<file path="src/rtl/spt_pkg.sv">
package spt_pkg;

  typedef enum logic [2:0] {
    ST_IDLE, ST_SEG_RD, ST_PT_RD, ST_DATA, ST_DONE, ST_FAULT
  } walk_state_e;

  typedef enum logic [1:0] {
    FLT_NONE = 2'b00,
    FLT_SEG  = 2'b01,
    FLT_PROT = 2'b10,
    FLT_PAGE = 2'b11
  } fault_e;

  typedef enum logic [1:0] {
    SEL_SEG, SEL_PT, SEL_DATA
  } addr_sel_e;

  typedef struct packed {
    logic      capReq;
    logic      loadDesc;
    logic      loadPte;
    logic      capData;
    addr_sel_e addrSel;
  } walk_ctl_t;

endpackage

</file>
<file path="src/rtl/spt_ctrl.sv">
module spt_ctrl
  import spt_pkg::*;
(
  input  logic      clk,
  input  logic      rstN,
  input  logic      reqValid,
  input  logic      isWrite,
  input  logic      memReady,
  input  logic      memRvalid,
  input  logic      rdPresent,
  input  logic      rdPermOk,
  output logic      reqReady,
  output logic      memValid,
  output logic      memWrite,
  output logic      rspValid,
  output logic [1:0] rspFault,
  output walk_ctl_t ctl
);

  walk_state_e state;
  logic        issued;
  fault_e      faultQ;
  logic        rdDone;
  logic        memFire;

  assign memFire = memValid && memReady;
  assign rdDone  = issued && memRvalid;

  always_ff @(posedge clk) begin
    if (!rstN) begin
      state  <= ST_IDLE;
      issued <= 1'b0;
      faultQ <= FLT_NONE;
    end else begin
      if (memFire) issued <= 1'b1;
      unique case (state)
        ST_IDLE: if (reqValid) begin
          state  <= ST_SEG_RD;
          issued <= 1'b0;
        end
        ST_SEG_RD: if (rdDone) begin
          issued <= 1'b0;
          if (!rdPresent) begin
            faultQ <= FLT_SEG;
            state  <= ST_FAULT;
          end else if (!rdPermOk) begin
            faultQ <= FLT_PROT;
            state  <= ST_FAULT;
          end else begin
            state <= ST_PT_RD;
          end
        end
        ST_PT_RD: if (rdDone) begin
          issued <= 1'b0;
          if (!rdPresent) begin
            faultQ <= FLT_PAGE;
            state  <= ST_FAULT;
          end else begin
            state <= ST_DATA;
          end
        end
        ST_DATA: begin
          if (isWrite ? memFire : rdDone) begin
            issued <= 1'b0;
            state  <= ST_DONE;
          end
        end
        ST_DONE:  state <= ST_IDLE;
        ST_FAULT: state <= ST_IDLE;
        default:  state <= ST_IDLE;
      endcase
    end
  end

  always_comb begin
    reqReady = (state == ST_IDLE);
    memValid = !issued &&
               (state == ST_SEG_RD || state == ST_PT_RD || state == ST_DATA);
    memWrite = (state == ST_DATA) && isWrite;
    rspValid = (state == ST_DONE) || (state == ST_FAULT);
    rspFault = (state == ST_FAULT) ? faultQ : FLT_NONE;

    ctl.capReq   = (state == ST_IDLE) && reqValid;
    ctl.loadDesc = (state == ST_SEG_RD) && rdDone;
    ctl.loadPte  = (state == ST_PT_RD) && rdDone;
    ctl.capData  = (state == ST_DATA) && !isWrite && rdDone;
    unique case (state)
      ST_PT_RD: ctl.addrSel = SEL_PT;
      ST_DATA:  ctl.addrSel = SEL_DATA;
      default:  ctl.addrSel = SEL_SEG;
    endcase
  end

endmodule

</file>
<file path="src/rtl/spt_dp.sv">
module spt_dp
  import spt_pkg::*;
#(
  parameter int SEG_W  = 4,
  parameter int PAGE_W = 4,
  parameter int OFF_W  = 8,
  parameter int PA_W   = 16,
  parameter int DATA_W = 16
) (
  input  logic              clk,
  input  logic              rstN,
  input  walk_ctl_t         ctl,
  input  logic [PA_W-1:0]   segBase,
  input  logic              reqWrite,
  input  logic [SEG_W+PAGE_W+OFF_W-1:0] reqVaddr,
  input  logic [DATA_W-1:0] reqWdata,
  input  logic [DATA_W-1:0] memRdata,
  output logic              isWrite,
  output logic              rdPresent,
  output logic              rdPermOk,
  output logic [PA_W-1:0]   memAddr,
  output logic [DATA_W-1:0] memWdata,
  output logic [DATA_W-1:0] rspRdata
);

  localparam int VA_W   = SEG_W + PAGE_W + OFF_W;
  localparam int PTB_W  = DATA_W - 3;
  localparam int FRM_W  = PA_W - OFF_W;

  logic [VA_W-1:0]   vaddrQ;
  logic [DATA_W-1:0] wdataQ;
  logic [PTB_W-1:0]  ptBaseQ;
  logic [FRM_W-1:0]  frameQ;
  logic [DATA_W-1:0] rdataQ;

  logic [SEG_W-1:0]  segIdx;
  logic [PAGE_W-1:0] pageIdx;
  logic [OFF_W-1:0]  byteOff;

  assign segIdx  = vaddrQ[VA_W-1 -: SEG_W];
  assign pageIdx = vaddrQ[OFF_W +: PAGE_W];
  assign byteOff = vaddrQ[OFF_W-1:0];

  always_ff @(posedge clk) begin
    if (!rstN) begin
      vaddrQ  <= '0;
      isWrite <= 1'b0;
      wdataQ  <= '0;
      ptBaseQ <= '0;
      frameQ  <= '0;
      rdataQ  <= '0;
    end else begin
      if (ctl.capReq) begin
        vaddrQ  <= reqVaddr;
        isWrite <= reqWrite;
        wdataQ  <= reqWdata;
      end
      if (ctl.loadDesc) ptBaseQ <= memRdata[PTB_W-1:0];
      if (ctl.loadPte)  frameQ  <= memRdata[FRM_W-1:0];
      if (ctl.capData)  rdataQ  <= memRdata;
    end
  end

  // Descriptor and page entry share the resident flag in the top bit.
  assign rdPresent = memRdata[DATA_W-1];
  assign rdPermOk  = isWrite ? memRdata[DATA_W-3] : memRdata[DATA_W-2];

  always_comb begin
    unique case (ctl.addrSel)
      SEL_PT:   memAddr = PA_W'(ptBaseQ) + PA_W'(pageIdx);
      SEL_DATA: memAddr = (PA_W'(frameQ) << OFF_W) + PA_W'(byteOff);
      default:  memAddr = segBase + PA_W'(segIdx);
    endcase
  end

  assign memWdata = wdataQ;
  assign rspRdata = rdataQ;

endmodule

</file>
<file path="src/rtl/spt_top.sv">
module spt_top
  import spt_pkg::*;
#(
  parameter int SEG_W  = 4,
  parameter int PAGE_W = 4,
  parameter int OFF_W  = 8,
  parameter int PA_W   = 16,
  parameter int DATA_W = 16
) (
  input  logic              clk,
  input  logic              rstN,
  input  logic [PA_W-1:0]   segBase,
  input  logic              reqValid,
  output logic              reqReady,
  input  logic              reqWrite,
  input  logic [SEG_W+PAGE_W+OFF_W-1:0] reqVaddr,
  input  logic [DATA_W-1:0] reqWdata,
  output logic              rspValid,
  output logic [1:0]        rspFault,
  output logic [DATA_W-1:0] rspRdata,
  output logic              memValid,
  input  logic              memReady,
  output logic              memWrite,
  output logic [PA_W-1:0]   memAddr,
  output logic [DATA_W-1:0] memWdata,
  input  logic              memRvalid,
  input  logic [DATA_W-1:0] memRdata
);

  walk_ctl_t ctl;
  logic      isWrite;
  logic      rdPresent;
  logic      rdPermOk;

  spt_ctrl u_ctrl (
    .clk(clk), .rstN(rstN), .reqValid(reqValid), .isWrite(isWrite),
    .memReady(memReady), .memRvalid(memRvalid), .rdPresent(rdPresent),
    .rdPermOk(rdPermOk), .reqReady(reqReady), .memValid(memValid),
    .memWrite(memWrite), .rspValid(rspValid), .rspFault(rspFault),
    .ctl(ctl)
  );

  spt_dp #(
    .SEG_W(SEG_W), .PAGE_W(PAGE_W), .OFF_W(OFF_W),
    .PA_W(PA_W), .DATA_W(DATA_W)
  ) u_dp (
    .clk(clk), .rstN(rstN), .ctl(ctl), .segBase(segBase),
    .reqWrite(reqWrite), .reqVaddr(reqVaddr), .reqWdata(reqWdata),
    .memRdata(memRdata), .isWrite(isWrite), .rdPresent(rdPresent),
    .rdPermOk(rdPermOk), .memAddr(memAddr), .memWdata(memWdata),
    .rspRdata(rspRdata)
  );

endmodule

</file>
<file path="config.mk">
export PLATFORM = sky130hd
export DESIGN_NAME = spt_top
export DESIGN_NICKNAME = d
export VERILOG_FILES = /design/src/rtl/spt_pkg.sv /design/src/rtl/spt_ctrl.sv /design/src/rtl/spt_dp.sv /design/src/rtl/spt_top.sv
export SDC_FILE = /design/constraint.sdc
export NUM_CORES = 1
export LEC_CHECK = 0
export BUFFER_PORTS_ARGS = -buffer_cell sky130_fd_sc_hd__buf_2
export CORE_ASPECT_RATIO = 1.25
export CORE_UTILIZATION = 46
export DETAILED_ROUTE_END_ITERATION = 10
export PLACE_DENSITY = 0.73
export SYNTH_ARGS = -nofsm -noshare
export SYNTH_HDL_FRONTEND = slang
export SYNTH_SLANG_ARGS = --single-unit
export TNS_END_PERCENT = 50
</file>
<file path="constraint.sdc">
create_clock -name clk -period 2 [get_ports clk]
set_input_delay 0.1 -clock clk [delete_from_list [all_inputs] [get_ports clk]]
set_output_delay 0.1 -clock clk [all_outputs]
set_load 0.05 [all_outputs]
</file>
Word-level counts from Yosys, hierarchy flattened
Index checks and enable logic that the tools add are counted.
Storage, ports and cells
  bits in registers: 76
  input bits: 70
  output and inout port bits: 54
Cells by class
  reduce and logical (&&, ||, !) cells: 19
  $add $sub $neg: 3
  eq/ne operators: 13
  muxes and demuxes: 24
Operators with widths (count)
  16-bit one-hot mux with 2 select lines: 1
  3-bit 2-to-1 mux: 7
  16-bit by 4-bit adder with 16-bit output: 1
  16-bit by 8-bit adder with 16-bit output: 1
  13-bit by 4-bit adder with 14-bit output: 1
  2-bit 2-to-1 mux: 6
  3-bit one-hot mux with 4 select lines: 1
  1-bit logical AND: 9
  2-bit one-hot mux with 2 select lines: 2
  3-bit by 2-bit == test with 1-bit output (second input constant): 2
  3-bit == test (second input constant): 2
  1-bit 2-to-1 mux: 6
  2-bit by 1-bit != test with 1-bit output (second input constant): 3
  5-bit AND reduction: 1
  2-bit != test (second input constant): 2
  4-bit AND reduction: 1
  3-bit by 1-bit == test with 1-bit output (second input constant): 1
  3-bit logical NOT: 1
  1-bit logical OR: 3
  3-bit != test (second input constant): 1
  1-bit one-hot mux with 3 select lines: 1
  2-bit by 1-bit == test with 1-bit output (second input constant): 1
  2-bit == test (second input constant): 1
  1-bit logical NOT: 2
  2 further kinds: 2

Longest topological paths before layout
Gate-level depths: netlist of the first run.
  depth in word-level cells: 8
  mapped depth: 9

Hierarchy
From an unflattened synthesis of the first run, not the netlist that was laid out.
Second synthesis, totals
  cells, all modules: 433
  area total of the unflattened synthesis: 4110.2 sq um
Modules (own cells, without submodules)
  spt_dp: area an instance 3638.5 sq um, cells each 377, instances 1
  spt_ctrl: area an instance 471.7 sq um, cells each 56, instances 1

Least setup slack after synthesis of the first run
No wires, ideal clock.
  path type: register -> output
  start: register u_ctrl.state[2]
  end: output port memAddr[0]
  data required time: 1900 ps
  path slack: -593 ps
  stages on the path, launching flop included: 8
  path buffers: 3
  arrival time: 2493 ps
  cell sequence: dfxtp_1 or3b_1 buf_6 ha_1 clkbuf_1 clkbuf_1 nor2_1 a21oi_1
On the way
  cells in the longest elaborated chain, start to end: 4
Ends and longest elaborated chain
  start: declaration: line spt_ctrl.sv:20  | walk_state_e state;
  start signal: assignment: line spt_ctrl.sv:31  | state <= ST_IDLE;
  start signal: assignment: line spt_ctrl.sv:38  | state <= ST_SEG_RD;
  start signal: assignment: line spt_ctrl.sv:45  | state <= ST_FAULT;
  3-bit by 2-bit == test with 1-bit output: line spt_ctrl.sv:87  | unique case (state)
  2-bit one-hot mux with 2 select lines (*): line spt_ctrl.sv:87
  2-bit == test or 2-bit by 1-bit == test with 1-bit output (tied branches): line spt_dp.sv:69  | unique case (ctl.addrSel)
  16-bit one-hot mux with 2 select lines (*): line spt_dp.sv:69
  end: declaration: line spt_top.sv:24  | output logic [PA_W-1:0] memAddr,
Every way passes the cells marked *; elsewhere a longest branch is shown, timed or not.

Worst setup path in the final report of the first run
  start: register u_dp.vaddrQ[8]
  end: output port memAddr[10]
On the way
  cells in the longest elaborated chain, start to end: 2
Ends and longest elaborated chain
  start: declaration: line spt_dp.sv:30  | logic [VA_W-1:0] vaddrQ;
  start signal: assignment: line spt_dp.sv:54  | vaddrQ <= reqVaddr;
  13-bit by 4-bit adder with 14-bit output: line spt_dp.sv:70  | SEL_PT: memAddr = PA_W'(ptBaseQ) + PA_W'(pageIdx);
  16-bit one-hot mux with 2 select lines: line spt_dp.sv:69
Every way passes these cells.

==> qor.txt, run 1 <==
Status = finished with violations
Failing checks = design-rule violations, negative setup slack
DR WL met3 = 496 microns
Most frequent cells in the layout = nand2_1 (112), buf_2 (107), dfxtp_1 (68), a21oi_1 (57), dlygate4sd3_1 (42)
I/O Pins = 124
Worst Hold Class = input port to register
Rel. slew slack = 0.7595
Root Driver = clkbuf_8
Combinational family with the most area after synthesis = simple AND/OR/NAND/NOR gates
Post-DRT Antenna Nets = 0
Top_reg_cell synth = dfxtp_1
Starting density of the core = 0.4767
Clock Power Share = 0.271
Share of cells above drive strength 1 = 0.3638
Clk buf depth = 2
Pin count of the biggest net entering global routing = 58
Logic pwr share = 0.390
Fin. Hold Viols = 0
TritonCTS Buffers = 9
FF-to-FF Start = u_ctrl.state[2]
PD cells = 859.1 nW/um^2
Fin nets = 757
M1 wire length = 4.619 mm
Initial DRC count = 265
CP Launch Point = u_dp.vaddrQ[8]
First-pass GRT wire length = 18.10 mm
Via count = 4197
Setup ws final = -0.4110 ns
Unique masters post-synth = 60
# diodes = 0
Cell total after placement = 709
Die extent in y = 105.6 microns
Share of the yosys chip area belonging to registers = 0.3852
Vias/cell = 5.409
Post-synthesis adder-cell area fraction = 0.04498
CP Max Fanout = 3
Metal2 WL = 6.245 mm
Synth Area in Compound Gates = 0.1600
Growth of design area from synthesis to finish = 52.17%
DRC viols = 6
Die area = 8964 sq um
H-tree depth = 3
I/O Buffers = 123
Most common cell after layout, fill and taps aside = nand2_1
Sequential share of power = 0.339
Synth top area share = 0.3852
CP required = 1.90 ns
Synth Area per Inst = 8.144 sq um
Total wire length = 11.76 mm
Min Hold Slack = 0.02307 ns
Vias in the first global route = 3894
Crit start category = register
RSZ-0062 raised after global routing = yes
Initial antenna violation count = 0
Slew @ Worst Pin = 0.3603 ns
1st-pass router iterations = 8
R2R cell count = 7
CTS sink cnt = 76
Rows = 37
Worst Path Arrival = 2.31 ns
Period utilisation layout = 1.206
Synthesis-stage register bit count = 76
Mapped Cells = 485
Mapped Area = 3950 sq um
CTS tree = done
Tot GR Track Use = 0.2561
Uppermost layer routed = met4
Count of synthesis-stage warnings from yosys = 0
XOR/XNOR Fraction of Synth Area = 0.04656
Clk_skew = 0.009312 ns
Worst skew pair latency = 0.36 ns
Critical path class = register to output port
Setup violations, final = 16
Avg WL per Cell = 15.15 microns
Setup crit end kind = output port
Worst Setup EP = memAddr[10]
Post-route insts no fill = 776
Hpwl dp = 7.643 mm
Lkg Pwr = 2.547 nW
Max-cap viol count = 0
Dominant cells by area after synthesis = dfxtp_1 (39%), nand2_1 (11%), a21oi_1 (7.9%)
Simple-gate share of the synthesized area = 0.2493
Reg2Reg Capture Point = u_dp.memWdata[0]
Final min period = 2.411 ns
Die Wd = 84.89 microns
Mux cell area share after synthesis = 0.06367
Total congestion overflow = 0
Post-synth EDFFs = 0
FFs w/ async S/R, synth = 0
Clk pin slew, worst setup/hold paths = 0.08 ns
Placeable core area = 8287 sq um
Routability cong. = 0.8825
Max-slew violations = 0
Net Sw Frac = 0.3760
Cell-internal power = 3.222 mW
Hold path cells = 3
Fmax = 0.4148 GHz
Switching power = 1.942 mW
Peak VDD IR = 1.066 mV
Syn Nets = 568
Top cell type by total area after synthesis = dfxtp_1
R2R setup slack = 0.16 ns
-- layer usage --
metal | track usage | up-vias
li1 | - | 2036
met1 | 0.2931 | 1982
met2 | 0.4640 | 145
met3 | 0.05168 | 34
met4 | 0.09927 | 0
met5 | 0 | -
-- worst max-delay path, stage by stage, from the launching register on --
cell,delay (ns)
dfxtp_2,0.34
ha_4,0.16
fa_2,0.40
a211oi_4,0.26
nor2_1,0.08
and3_1,0.18
xnor2_1,0.12
o211ai_1,0.18
buf_4,0.23
-- stage by stage --
stage / power [mW] / setup WS (ns) / utilization / cell area [sq um] / TNS (ns)
final: 5.164 / -0.4110 / 0.7254 / 6011 / -4.107
after global routing: 5.384 / -0.5183 / 0.7254 / 6011 / -5.424
after CTS: 5.094 / -0.4170 / 0.7081 / 5868 / -4.348
after detailed placement: 3.480 / -0.1555 / 0.5963 / 4941 / -0.7224
after global placement: 3.453 / -0.08189 / 0.5963 / 4941 / -0.3694
after floorplan: 3.061 / -0.3321 / - / 4096 / -2.496
-- sequential cells by signal (all words and copies together) (netlist names) --
signal	flops
u_dp.rspRdata	16
u_dp.vaddrQ	16
u_dp.isWrite	1
u_ctrl.issued	1
u_dp.frameQ	8
u_ctrl.faultQ	2
u_dp.memWdata	16
u_ctrl.state	3
u_dp.ptBaseQ	13
-- repair_timing --
| item | in CTS | in global routing |
|---|---|---|
| setup endpoints to repair | 16 | 16 |
| pin swaps | 14 | 10 |
| hold buffers | 42 | 0 |
| hold endpoints to repair | 44 | 0 |
| buffers inserted | 4 | 5 |
| resized for setup | 55 | 25 |
-- power groups by stage --
stage	clock network (mW)	registers, mW	logic [mW]
3_3_place_gp	0	1.76	1.69
4_1_cts	1.42	1.75	1.92
2_1_floorplan	0	1.95	1.12
5_1_grt	1.48	1.77	2.13
6_report	1.40	1.75	2.01
3_5_place_dp	0	1.77	1.71
-- Yosys cell counts, drive strengths merged (2+ instances only) --
library cell    n
nand2         115
dfxtp          76
a21oi          62
nor2           41
mux2i          24
clkbuf         17
inv            14
nand3          14
xor2           13
buf            11
ha             11
nor3            8
xnor2           8
o21ai           7
a22oi           5
and3            5
nor2b           5
o221ai          5
nand4           4
a21o            3
and2            3
and4            3
o211ai          3
a221oi          2
a2bb2oi         2
fa              2
nand2b          2
nand3b          2
o22ai           2
-- how the worst min path moves through the flow --
stage	startpoint	end	slack [ns]
after floorplan	reqVaddr[8]	u_dp.vaddrQ[8]	0.23
after global placement	reqWdata[4]	u_dp.memWdata[4]	0.34
after detailed placement	reqWdata[12]	u_dp.memWdata[12]	0.35
after CTS	memRdata[0]	u_dp.rspRdata[0]	0.01
after global routing	memRdata[0]	u_dp.rspRdata[0]	0.03
final	memRdata[6]	u_dp.rspRdata[6]	0.02
-- cell type report --
cell class	count	area, sq um
fillers	611	2276
flip-flops and latches	76	1531
repair buffers	206	1500
multi-input cells	367	2559
inverters	14	58.81
clock inverters	6	112.6
clock buffers	10	127.6
well taps	97	121.4
-- cells by family after synthesis --
| group | after synthesis |
|---|---|
| buf+inv | 42 |
| compound gates | 100 |
| mux | 25 |
| fa+ha+maj | 13 |
| simple gates | 208 |
| xor+xnor | 21 |
| flops | 76 |
(Power assumes the default switching activity.)
==> inputs of run 2 (changes only) <==
--- a/config.mk
+++ b/config.mk
@@ -9,6 +9,7 @@
 export CORE_ASPECT_RATIO = 1.25
 export CORE_UTILIZATION = 46
 export DETAILED_ROUTE_END_ITERATION = 10
+export MAX_ROUTING_LAYER = met4
 export PLACE_DENSITY = 0.73
 export SYNTH_ARGS = -nofsm -noshare
 export SYNTH_HDL_FRONTEND = slang
==> constraint.sdc (replaced) <==
create_clock -name clk -period 2 [get_ports clk]
set_input_delay 0.6 -clock clk [delete_from_list [all_inputs] [get_ports clk]]
set_output_delay 0.6 -clock clk [all_outputs]
set_load 0.05 [all_outputs]
==> qor.txt, run 2 (synthesis results as in run 1) <==
FF-to-FF Start = u_ctrl.state[2]
Gr busiest metal = met2
Failing checks = design-rule violations, negative setup slack
Most common cell after layout, fill and taps aside = nand2_1
Crit start category = input port
Growth of design area from synthesis to finish = 50.74%
Clk pin slew, worst setup/hold paths = 0.07 ns (about the same)
Die Wd = 84.89 microns (unchanged)
Peak VDD IR = 0.8784 mV (-18%)
Via count = 4095 (-2.4%)
CP max stage delay = 0.34 ns (-0.06 ns)
Total wire length = 11.47 mm (-2.4%)
CTS tree = done
Fmax = 0.3366 GHz (-19%)
Multi-input gate area = 2631 sq um (+2.8%)
CP Launch Point = segBase[0]
Total power = 5.009 mW (-3.0%)
Reg2Reg Capture Point = u_dp.rspRdata[5]
Setup ws final = -0.9707 ns (-0.5597 ns)
Starting density of the core = 0.4767 (unchanged)
Total congestion overflow = 0 (unchanged)
CP required = 1.40 ns (-0.50 ns)
CTS sink cnt = 76 (unchanged)
Filler cells = 619 (+1.3%)
Max-cap viol count = 0 (unchanged)
Die area = 8964 sq um (unchanged)
Lkg Pwr = 2.554 nW (+0.28%)
Worst Setup EP = memAddr[8]
First-pass GRT wire length = 18.42 mm (+1.8%)
1st-pass router iterations = 10 (+2)
Fin. Hold Viols = 0 (unchanged)
Status = finished with violations
Pin count of the biggest net entering global routing = 40 (-31%)
Vias in the first global route = 3996 (+2.6%)
Rel. slew slack = 0.6216 (-0.1378)
Tot GR Track Use = 0.2673 (+0.01116)
DRC viols = 6 (unchanged)
I/O Buffers = 123 (unchanged)
Clk buf depth = 2 (unchanged)
Placeable core area = 8287 sq um (unchanged)
RSZ-0062 raised after global routing = yes
R2R setup slack = 0.21 ns (+0.05 ns)
Clk_skew = 0.01056 ns (+0.001245 ns)
Hold path start = u_dp.rspRdata[13]
R2R cell count = 8 (+1)
Crit-path cells = buf_2 > ha_4 > inv_2 > fa_2 > nor2b_4 > o31a_4 > and4_4 > xor2_1 > a221o_2 > buf_6
TritonCTS Buffers = 9 (unchanged)
# diodes = 0 (unchanged)
Most frequent cells in the layout = nand2_1 (112), buf_2 (102), dfxtp_1 (67), buf_4 (60), a21oi_1 (56)
Setup violations, final = 17 (+1)
PD cells = 841.1 nW/um^2 (-2.1%)
Post-DRT Antenna Nets = 0 (unchanged)
Worst Path Arrival = 2.37 ns (+0.06 ns)
GR Layer Usage met3 = 0.03367 (-0.01801)
Routability cong. = 0.9110 (+3.2%)
Slowest CP cell = o31a_4
Die extent in y = 105.6 microns (unchanged)
Setup crit end kind = output port
Fin nets = 747 (-1.3%)
Post-layout util = 0.7186 (-0.006794)
Vias/cell = 5.346 (-1.2%)
Slew @ Worst Pin = 0.5662 ns (+0.2059 ns)
Avg WL per Cell = 14.98 microns (-1.1%)
Initial DRC count = 291 (+9.8%)
Max-slew violations = 0 (unchanged)
Period utilisation layout = 1.485 (+0.2798)
Initial antenna violation count = 0 (unchanged)
Hpwl dp = 8.235 mm (+7.8%)
Share of cells above drive strength 1 = 0.4320 (+0.06822)
M1 GR Usage = 0.3011 (+0.007982)
Critical path class = input port to output port
CP Max Fanout = 2 (-1)
H-tree depth = 3 (unchanged)
Worst skew pair latency = 0.36 ns (about the same)
Worst Hold Class = register to register
I/O Pins = 124 (unchanged)
Final min period = 2.971 ns (+0.5597 ns)
GR Layer Usage met2 = 0.4774 (+0.01336)
Rows = 37 (unchanged)
Register area = 1535 sq um (+0.24%)
Root Driver = clkbuf_8
## run 2: metal layers
layer | wire [microns] | share of wire | vias up
met5 | 0 | 0 | -
li1 | - | - | 2016
met1 | 4640 | 0.40 | 1938
met3 | 478 | 0.042 | 21
met2 | 6087 | 0.53 | 120
met4 | 265 | 0.023 | 0
## run 2: critical path, delay by kind of cell
family / cells / cell delay [ns]
buffers and inverters: 3 / 0.33
adders and majority gates: 2 / 0.38
AOI/OAI and AO/OA: 2 / 0.68
and+or+nand+nor: 2 / 0.24
xor gates and xnor gates: 1 / 0.14
## run 2: worst min-delay path by stage
stage          depth (start not counted)                 to
4_1_cts                                3    u_dp.vaddrQ[12]
3_5_place_dp                           2  u_dp.rspRdata[13]
3_3_place_gp                           2  u_dp.memWdata[14]
6_report                               2  u_dp.rspRdata[13]
5_1_grt                                3    u_dp.vaddrQ[15]
2_1_floorplan                          2     u_dp.vaddrQ[4]
## run 2: metrics by stage
step                      instances  instance area (sq um)  TNS, ns  hold slack (ns)  worst slack, ns
after floorplan                 485                   4200   -10.49           0.4360          -0.8404
after global placement          737                   5259   -11.99           0.4395          -0.9700
after detailed placement        737                   5259   -12.60           0.4453          -0.9934
after CTS                       761                   5828   -12.70           0.4521          -0.9512
after global routing            766                   5954   -14.05           0.4654           -1.031
final                           766                   5954   -12.70           0.4549          -0.9707
## run 2: area by class of cell
class,count,area share
clock buffer,13,0.02690
clock inverter,3,0.007354
inverter,14,0.009246
multi-input combinational,367,0.4419
sequential,76,0.2578
tap,97,0.02038
timing repair buffer,196,0.2364
## run 2: report_power, final
| part | switching (mW) | internal, mW |
|---|---|---|
| clock network | 0.557 | 0.654 |
| registers | 0.0969 | 1.65 |
| logic | 1.27 | 0.776 |
## run 2: timing repair
action                                  4_1_cts  5_1_grt
endpoints found under the setup margin       20       21
pin swaps                                    18       15
setup buffers                                 7        5
hold buffers                                  0        0
cloned                                        1        0
gates resized for setup                      71       21
